File: config.mk
export PLATFORM = sky130hd
export DESIGN_NAME = intr_vec_acceptor
export DESIGN_NICKNAME = d
export VERILOG_FILES = /design/src/rtl/intr_vec_pkg.sv /design/src/rtl/intr_pending.sv /design/src/rtl/intr_resolve.sv /design/src/rtl/intr_handshake.sv /design/src/rtl/intr_vec_acceptor.sv
export SDC_FILE = /design/constraint.sdc
export NUM_CORES = 1
export LEC_CHECK = 0
export BUFFER_PORTS_ARGS = -buffer_cell sky130_fd_sc_hd__buf_2
export CORE_UTILIZATION = 43
export DETAILED_ROUTE_END_ITERATION = 8
export PLACE_DENSITY = 0.72
export SLEW_MARGIN = 20
export SYNTH_ARGS = -nofsm -noshare
export SYNTH_HDL_FRONTEND = slang
export SYNTH_SLANG_ARGS = --single-unit
File: constraint.sdc
create_clock -name clk -period 1.44 [get_ports clk]
set_input_delay 0.288 -clock clk [delete_from_list [all_inputs] [get_ports clk]]
set_output_delay 0.288 -clock clk [all_outputs]
set_load 0.02 [all_outputs]
File: src/rtl/intr_vec_pkg.sv
package intr_vec_pkg;

  // Default vector layout: base address and spacing between sources.
  localparam int unsigned VEC_BASE_DEF = 32'o100;
  localparam int unsigned VEC_STEP_DEF = 4;

  // Vector address belonging to one priority level.
  function automatic int unsigned vec_addr(input int unsigned base,
                                           input int unsigned step,
                                           input int unsigned lvl);
    return base + step * lvl;
  endfunction

endpackage

File: src/rtl/intr_pending.sv
module intr_pending #(
  parameter int N_SRC = 8
) (
  input  logic             clk,
  input  logic             rst,
  input  logic [N_SRC-1:0] set_i,
  input  logic [N_SRC-1:0] clr_i,
  output logic [N_SRC-1:0] pend_o
);

  logic [N_SRC-1:0] pend_q;

  // A set in the same cycle as a clear wins, so no new request is lost.
  always_ff @(posedge clk) begin
    if (rst) pend_q <= '0;
    else     pend_q <= (pend_q & ~clr_i) | set_i;
  end

  assign pend_o = pend_q;

  // a pending bit is dropped only by a clear.
  a_r2_sticky: assert property (@(posedge clk) disable iff (rst)
    1'b1 |=> ((($past(pend_q) & ~$past(clr_i)) & ~pend_q) == '0));

  // every sampled request is pending afterwards, clear or not.
  a_r9_set_wins: assert property (@(posedge clk) disable iff (rst)
    1'b1 |=> (($past(set_i) & ~pend_q) == '0));

endmodule

File: src/rtl/intr_resolve.sv
module intr_resolve #(
  parameter  int N_SRC = 8,
  localparam int LVL_W = $clog2(N_SRC)
) (
  input  logic             clk,
  input  logic             rst,
  input  logic [N_SRC-1:0] pend_i,
  input  logic [LVL_W-1:0] prio_i,
  output logic             win_valid_o,
  output logic [LVL_W-1:0] win_lvl_o
);

  logic [N_SRC-1:0] elig;
  logic [N_SRC-1:0] grant;

  // A source is eligible when pending and strictly above the processor level.
  for (genvar g = 0; g < N_SRC; g++) begin : g_elig
    assign elig[g] = pend_i[g] && (LVL_W'(g) > prio_i);
  end

  // Scan upward; the last eligible index seen is the highest level.
  always_comb begin
    win_valid_o = 1'b0;
    win_lvl_o   = '0;
    for (int i = 0; i < N_SRC; i++) begin
      if (elig[i]) begin
        win_valid_o = 1'b1;
        win_lvl_o   = LVL_W'(i);
      end
    end
    grant = win_valid_o ? (N_SRC'(1) << win_lvl_o) : '0;
  end

  // nothing eligible sits above the chosen level.
  a_r4_highest: assert property (@(posedge clk) disable iff (rst)
    win_valid_o |-> ((elig >> win_lvl_o) == N_SRC'(1)));

  // the chosen level is always above the processor level.
  a_r3_above_mask: assert property (@(posedge clk) disable iff (rst)
    win_valid_o |-> (win_lvl_o > prio_i));

  a_r4_grant_onehot: assert property (@(posedge clk) disable iff (rst)
    $onehot0(grant));

endmodule

File: src/rtl/intr_handshake.sv
module intr_handshake
  import intr_vec_pkg::*;
#(
  parameter  int          N_SRC    = 8,
  parameter  int          VEC_W    = 8,
  parameter  int unsigned VEC_BASE = VEC_BASE_DEF,
  parameter  int unsigned VEC_STEP = VEC_STEP_DEF,
  localparam int          LVL_W    = $clog2(N_SRC)
) (
  input  logic             clk,
  input  logic             rst,
  input  logic             win_valid_i,
  input  logic [LVL_W-1:0] win_lvl_i,
  input  logic [LVL_W-1:0] prio_i,
  input  logic             ack_i,
  output logic [N_SRC-1:0] clr_o,
  output logic             irq_o,
  output logic [VEC_W-1:0] vec_o
);

  logic             irq_q;
  logic [LVL_W-1:0] lvl_q;
  logic [VEC_W-1:0] vec_q;

  always_ff @(posedge clk) begin
    if (rst) begin
      irq_q <= 1'b0;
      lvl_q <= '0;
      vec_q <= '0;
    end else if (irq_q) begin
      // Acknowledge ends the handshake; a raised mask withdraws it.
      if (ack_i || (lvl_q <= prio_i)) irq_q <= 1'b0;
    end else if (win_valid_i) begin
      irq_q <= 1'b1;
      lvl_q <= win_lvl_i;
      vec_q <= VEC_W'(vec_addr(VEC_BASE, VEC_STEP, int'(win_lvl_i)));
    end
  end

  // Only an accepted acknowledge clears the delivered source.
  assign clr_o = (irq_q && ack_i) ? (N_SRC'(1) << lvl_q) : '0;
  assign irq_o = irq_q;
  assign vec_o = vec_q;

  // held request keeps its vector until acknowledge or withdrawal.
  a_r6_vec_hold: assert property (@(posedge clk) disable iff (rst)
    (irq_q && !ack_i && (lvl_q > prio_i)) |=> (irq_q && $stable(vec_q)));

  // an acknowledge drops the request at the next edge.
  a_r7_ack_drop: assert property (@(posedge clk) disable iff (rst)
    (irq_q && ack_i) |=> !irq_q);

  // no clear without an outstanding request.
  a_r7_no_stray_clear: assert property (@(posedge clk) disable iff (rst)
    !irq_q |-> (clr_o == '0));

  // a masked held level withdraws the request.
  a_r8_withdraw: assert property (@(posedge clk) disable iff (rst)
    (irq_q && (lvl_q <= prio_i)) |=> !irq_q);

  // a request is only raised when the resolver had a winner.
  a_r3_raise_needs_win: assert property (@(posedge clk) disable iff (rst)
    (!irq_q && !win_valid_i) |=> !irq_q);

endmodule

File: src/rtl/intr_vec_acceptor.sv
module intr_vec_acceptor
  import intr_vec_pkg::*;
#(
  parameter  int          N_SRC    = 8,
  parameter  int          VEC_W    = 8,
  parameter  int unsigned VEC_BASE = VEC_BASE_DEF,
  parameter  int unsigned VEC_STEP = VEC_STEP_DEF,
  localparam int          LVL_W    = $clog2(N_SRC)
) (
  input  logic             clk,
  input  logic             rst,
  input  logic [N_SRC-1:0] req_i,
  input  logic [LVL_W-1:0] prio_i,
  input  logic             ack_i,
  output logic             irq_o,
  output logic [VEC_W-1:0] vec_o
);

  logic [N_SRC-1:0] pend;
  logic [N_SRC-1:0] clr;
  logic             win_valid;
  logic [LVL_W-1:0] win_lvl;

  intr_pending #(.N_SRC(N_SRC)) u_pending (
    .clk    (clk),
    .rst    (rst),
    .set_i  (req_i),
    .clr_i  (clr),
    .pend_o (pend)
  );

  intr_resolve #(.N_SRC(N_SRC)) u_resolve (
    .clk         (clk),
    .rst         (rst),
    .pend_i      (pend),
    .prio_i      (prio_i),
    .win_valid_o (win_valid),
    .win_lvl_o   (win_lvl)
  );

  intr_handshake #(
    .N_SRC    (N_SRC),
    .VEC_W    (VEC_W),
    .VEC_BASE (VEC_BASE),
    .VEC_STEP (VEC_STEP)
  ) u_handshake (
    .clk         (clk),
    .rst         (rst),
    .win_valid_i (win_valid),
    .win_lvl_i   (win_lvl),
    .prio_i      (prio_i),
    .ack_i       (ack_i),
    .clr_o       (clr),
    .irq_o       (irq_o),
    .vec_o       (vec_o)
  );

  // quiet after reset.
  a_r1_reset_quiet: assert property (@(posedge clk)
    $past(rst) |-> (!irq_o && vec_o == '0));

endmodule

; ---- Word-level counts from Yosys, hierarchy flattened
; Index checks and enable logic that the tools add are counted.
[classes]
n_lt_le_gt_ge = 9
reduce_logical = 11
bitwise = 4
n_shift = 1
mux = 19
n_addsub = 1
[ops]
columns = op, count
row1 = "3-bit > comparator, first input constant", 4
row2 = 1-bit 2-to-1 mux, 12
row3 = 3-bit 2-to-1 mux, 4
row4 = 1-bit logical AND, 9
row5 = "7-bit by 5-bit adder with 8-bit output, first input constant", 1
row6 = 8-bit bitwise AND, 1
row7 = 8-bit 2-to-1 mux, 1
row8 = 8-bit NOT, 1
row9 = 8-bit OR, 1
row10 = "1-bit by 3-bit left shift with 8-bit output, first input constant", 1
row11 = "1-bit by 3-bit > comparator with 1-bit output, first input constant", 2
row12 = "2-bit by 3-bit > comparator with 1-bit output, first input constant", 2
row13 = 2-bit 2-to-1 mux, 2
row14 = 3-bit <= comparator, 1
row15 = 2-bit AND reduction, 1
row16 = 1-bit logical OR, 1
row17 = 1-bit NOT, 1
[word_totals]
out_inout_bits = 9
elab_cells = 49
reg_bits = 20

; ---- Longest topological paths before layout
[logic_depth]
word_depth = 12
ltp_mapped = 6
mapped_depth_nobuf = 6

; ---- Cells and area by module
; Synthesis repeated with hierarchy kept, for this count alone.
[hier_totals]
cells_unflattened = 102
area_unflattened_um2 = 860.8
[by_module_without_submodules]
columns = mod, n_inst, cells_each, seq_area_each_um2, area_per_inst_um2
row1 = intr_pending, 1, 33, 160.2, 381.6
row2 = intr_handshake, 1, 46, 100.1, 350.3
row3 = intr_resolve, 1, 23, 0.0, 128.9

; ---- Worst setup path before layout
; Ideal clock, no wire load.
[synth_path]
kind = register to register
startpoint = register u_pending.pend_q[7], in the netlist u_pending.pend_o[7]
endpoint = register u_handshake.lvl_q[1]
arrival_time_ps = 1331
required_ps = 1319
path_stages_with_launch = 6
path_buffers = 0
setup_time_ps = 121
period_less_slack_ps = 1452
path_slack_ps = -12
cell_sequence = dfxtp_1 and2b_4 o32ai_4 nand3_2 o21ai_4 mux2_4
[synth_between]
elab_chain_len = 3
elab_cells_between_ends = 4
cone_classes = mux: 2 / reduce/logical: 2
[synth_lines]
columns = element, line_no
row1 = start: declaration, intr_pending.sv:11  ; logic [N_SRC-1:0] pend_q;
row2 = start signal: assignment, intr_pending.sv:16  ; else pend_q <= (pend_q & ~clr_i) | set_i;
row3 = 1-bit logical AND (*), intr_resolve.sv:18  ; assign elig[g] = pend_i[g] && (LVL_W'(g) > prio_i);
row4 = 1-bit 2-to-1 mux, intr_resolve.sv:26  ; if (elig[i]) begin
row5 = 2-bit AND reduction (no line), -
row6 = end signal: assignment, intr_handshake.sv:35  ; lvl_q <= win_lvl_i;
row7 = end: declaration, intr_handshake.sv:22  ; logic [LVL_W-1:0] lvl_q;
; Every way passes the cells marked *; elsewhere a longest branch is shown, timed or not.
; A chain may end at the register's enable or synchronous reset.

; ---- Worst setup path in the final report
; Ends and elaborated chain as after synthesis.

==> impl_metrics.py <==
metrics = {
    "worst_setup_path": {
        "cpPeakStageDelay_ns": 0.32,
        "critPathLaunchType": "register",
        "slowest_stage": "dfxtp_2",
        "criticalPathCategory": "reg -> reg",
        "cp_data_arrival_time_ns": 1.62,
        "path_max_fanout": 2,
        "crit_chain": "and2b_4 > o32ai_4 > nand3_2 > o21ai_4 > mux2_4",
        "cp.required_ns": 1.62,
        "endpoint_kind": "register",
    },
    "placed_design": {
        "dp_hpwl_um": 1330,
        "place_worst_setup_slack_ns": -0.107,
        "io_buffer_count": 17,
        "gp_congestion": 0.802,
    },
    "grt": {
        "grt_usage": 0.212,
        "use_met3": 0.0255,
        "antenna_found_initial": 0,
        "grt_pass1_vias": 674,
        "grt-ovfl-total": 0,
        "grt_max_degree": 15,
        "met2_usage": 0.330,
        "grt_pass1_wl_um": 2910,
        "top_usage_layer": "met2",
        "met1_usage": 0.283,
    },
    "timing": {
        "post-route-period-util": 1.00,
        "min_period_ns": 1.45,
        "setup_ws_ns": -0.00676,
        "hold_viol_final": 0,
        "finalSetupTns_ns": -0.00676,
        "grt_setup_unrepaired": "yes",
        "fmax_mhz": 691,
        "timing.hold.ws_ns": 0.220,
        "finalMaxSlewViolations": 0,
        "setup_viol": 1,
        "fin_skew_ns": 0.00781,
    },
    "floorplanning": {
        "die_w_um": 43.0,
        "core_um2": 1540,
        "initial_core_util": 0.468,
        "dieArea_um2": 1850,
        "std_cell_rows": 14,
        "io_pins": 23,
        "die_y_um": 43.0,
    },
    "yosys": {
        "synth_seq_cells": 12,
        "yosysSeqAreaShare": 0.333,
        "synth_cell_type_count": 32,
        "yosysWarnings": 0,
        "synth_area_um2": 722,
        "avgSynthCellArea_um2": 8.11,
        "synthCells": 89,
    },
    "power_and_ir_drop": {
        "ir_worst_vdd_mv": 0.524,
        "powerDensity_nw_per_um2": 1010,
        "seqPwrFrac": 0.415,
        "p_sw_uw": 295,
        "power.internal_uw": 649,
        "p_leak_nw": 0.452,
        "p_total_uw": 943,
        "comb_power_share": 0.295,
        "pwr-share-clk": 0.290,
        "power.share.switching": 0.312,
    },
    "run_status": {
        "violations": "setup timing",
        "status": "finished, violations left",
    },
    "layout": {
        "n_antenna_cell": 0,
        "nets": 138,
        "area_delta_synth_final_pct": 29.1,
        "drive_gt1_frac": 0.342,
        "utilization": 0.605,
        "num-fill-cells": 139,
    },
    "detailed_routing": {
        "antenna_left": 0,
        "drc": 0,
        "routed_wl_um": 1740,
        "wl_per_cell_um": 12.8,
        "drt_iter0_markers": 34,
        "viasPerCell": 5.40,
        "via_count": 735,
        "first_pass_iters": 4,
    },
    "clock_tree": {
        "cts_root_buf": "clkbuf_4",
        "cts_buffers": 3,
        "cts_tree": "yes",
        "hold_buffers": 0,
        "clkLatencyLatePin_ns": 0.28,
        "clock-sinks": 12,
        "clk_pin_slew_ns": 0.08,
        "htreeDepth": 1,
        "clockBufferDepth": 2,
    },
    "hold_path": {
        "min_path_type": "in -> reg",
    },
    "job": {
        "drv_cap": 0,
    },
}
==> per-layer routing <==
metal	part of all wire	up-vias	routed length, um
met4	0.016	0	28
li1	-	361	-
met5	0	-	0
met1	0.43	329	754
met2	0.47	41	813
met3	0.084	4	147
==> flip-flops by register name, summed over array words and instances (netlist names) <==
register,flops
u_handshake.irq_o,1
u_handshake.lvl_q,2
u_handshake.vec_o,2
u_pending.pend_o,7
==> power by group through the flow <==
| stage | Sequential (mW) | Combinational (mW) | Clock, mW |
|---|---|---|---|
| 3_5_place_dp | 0.398 | 0.272 | 0 |
| 5_1_grt | 0.396 | 0.307 | 0.299 |
| 6_report | 0.392 | 0.278 | 0.273 |
| 4_1_cts | 0.391 | 0.273 | 0.282 |
| 3_3_place_gp | 0.397 | 0.265 | 0 |
| 2_1_floorplan | 0.421 | 0.147 | 0 |
==> placed cells by master (no fill, tap or decap) <==
cell	instances
a311oi_1	1
o21ai_0	8
nand2_1	5
and2b_4	1
o21a_1	1
nand3_1	3
a21o_1	1
a2bb2oi_1	1
conb_1	4
buf_4	12
dfxtp_1	11
inv_2	1
o21ai_4	1
buf_2	17
ha_1	3
mux2_4	1
nand2b_1	2
dfxtp_2	1
o32ai_4	1
mux2i_1	1
inv_1	11
o21ai_1	2
a21oi_1	13
inv_4	1
or3_1	1
clkbuf_4	3
a211oi_1	1
nor2b_1	3
nor2_1	3
clkbuf_8	1
a2111oi_0	1
nand3_2	1
o21bai_1	1
nand3b_1	1
nor3_1	1
==> worst max-delay path, delay by kind of cell (launching register included) <==
family             cells  cell delay (ns)
AOI/OAI and AO/OA      2             0.41
DFF                    1             0.32
and+or+nand+nor        2             0.31
muxes                  1             0.30
==> logic make-up after synthesis <==
| kind of cell | Yosys count | share of synthesized area |
|---|---|---|
| AO/OA/AOI/OAI | 32 | 0.298 |
| adder cells (fa/ha/maj) | 3 | 0.0520 |
| buffers and inverters | 18 | 0.118 |
| flip-flops | 12 | 0.333 |
| multiplexers | 2 | 0.0347 |
| other | 1 | 0.00519 |
| AND/OR/NAND/NOR | 21 | 0.159 |
==> through the flow <==
step	cell area, um2	instances
after floorplan	733	92
after global placement	887	131
after detailed placement	887	131
after CTS	923	135
after global routing	932	136
final	932	136
==> final timing paths <==
| check | from | to | slack (ns) | cells past startpoint |
|---|---|---|---|---|
| max | u_pending.pend_o[7] | u_handshake.lvl_q[1] | -0.007 | 5 |
| max reg2reg | u_pending.pend_o[7] | u_handshake.lvl_q[1] | -0.007 | 5 |
| min reg2reg | u_handshake.vec_o[6] | u_handshake.vec_o[6] | 0.46 | 2 |
| min | req_i[4] | u_pending.pend_o[4] | 0.22 | 3 |
==> synth_stat cells (all sizes together) <==
library cell / number / area, um2
or3: 1 / 6.26
o32ai: 1 / 27.5
o21ai: 11 / 66.3
mux2i: 1 / 10.0
and2b: 1 / 10.0
a211oi: 1 / 7.51
a21oi: 13 / 65.1
nand2: 5 / 18.8
nand2b: 2 / 12.5
a311oi: 1 / 8.76
nand3b: 1 / 7.51
nor3: 1 / 5.00
buf: 4 / 30.0
ha: 3 / 37.5
conb: 1 / 3.75
nor2: 3 / 11.3
nor2b: 3 / 18.8
o21bai: 1 / 7.51
a2bb2oi: 1 / 8.76
nand3: 4 / 25.0
o21a: 1 / 7.51
a21o: 1 / 7.51
a2111oi: 1 / 8.76
clkbuf: 1 / 3.75
dfxtp: 12 / 240
mux2: 1 / 15.0
inv: 13 / 51.3
==> cell type report <==
class	instances	area [um2]	share of cell area
timing repair buffer	29	175	0.188
clock buffer	4	36.3	0.0389
inverter	13	51.3	0.0550
tap	16	20.0	0.0215
multi-input combinational	62	408	0.438
sequential	12	241	0.259
==> timing repair <==
| item | CTS | global route |
|---|---|---|
| buffers inserted | 0 | 1 |
| resized for setup | 0 | 2 |
| setup endpoints to repair | 0 | 3 |
Note: power is estimated with default switching activity, not from simulation.
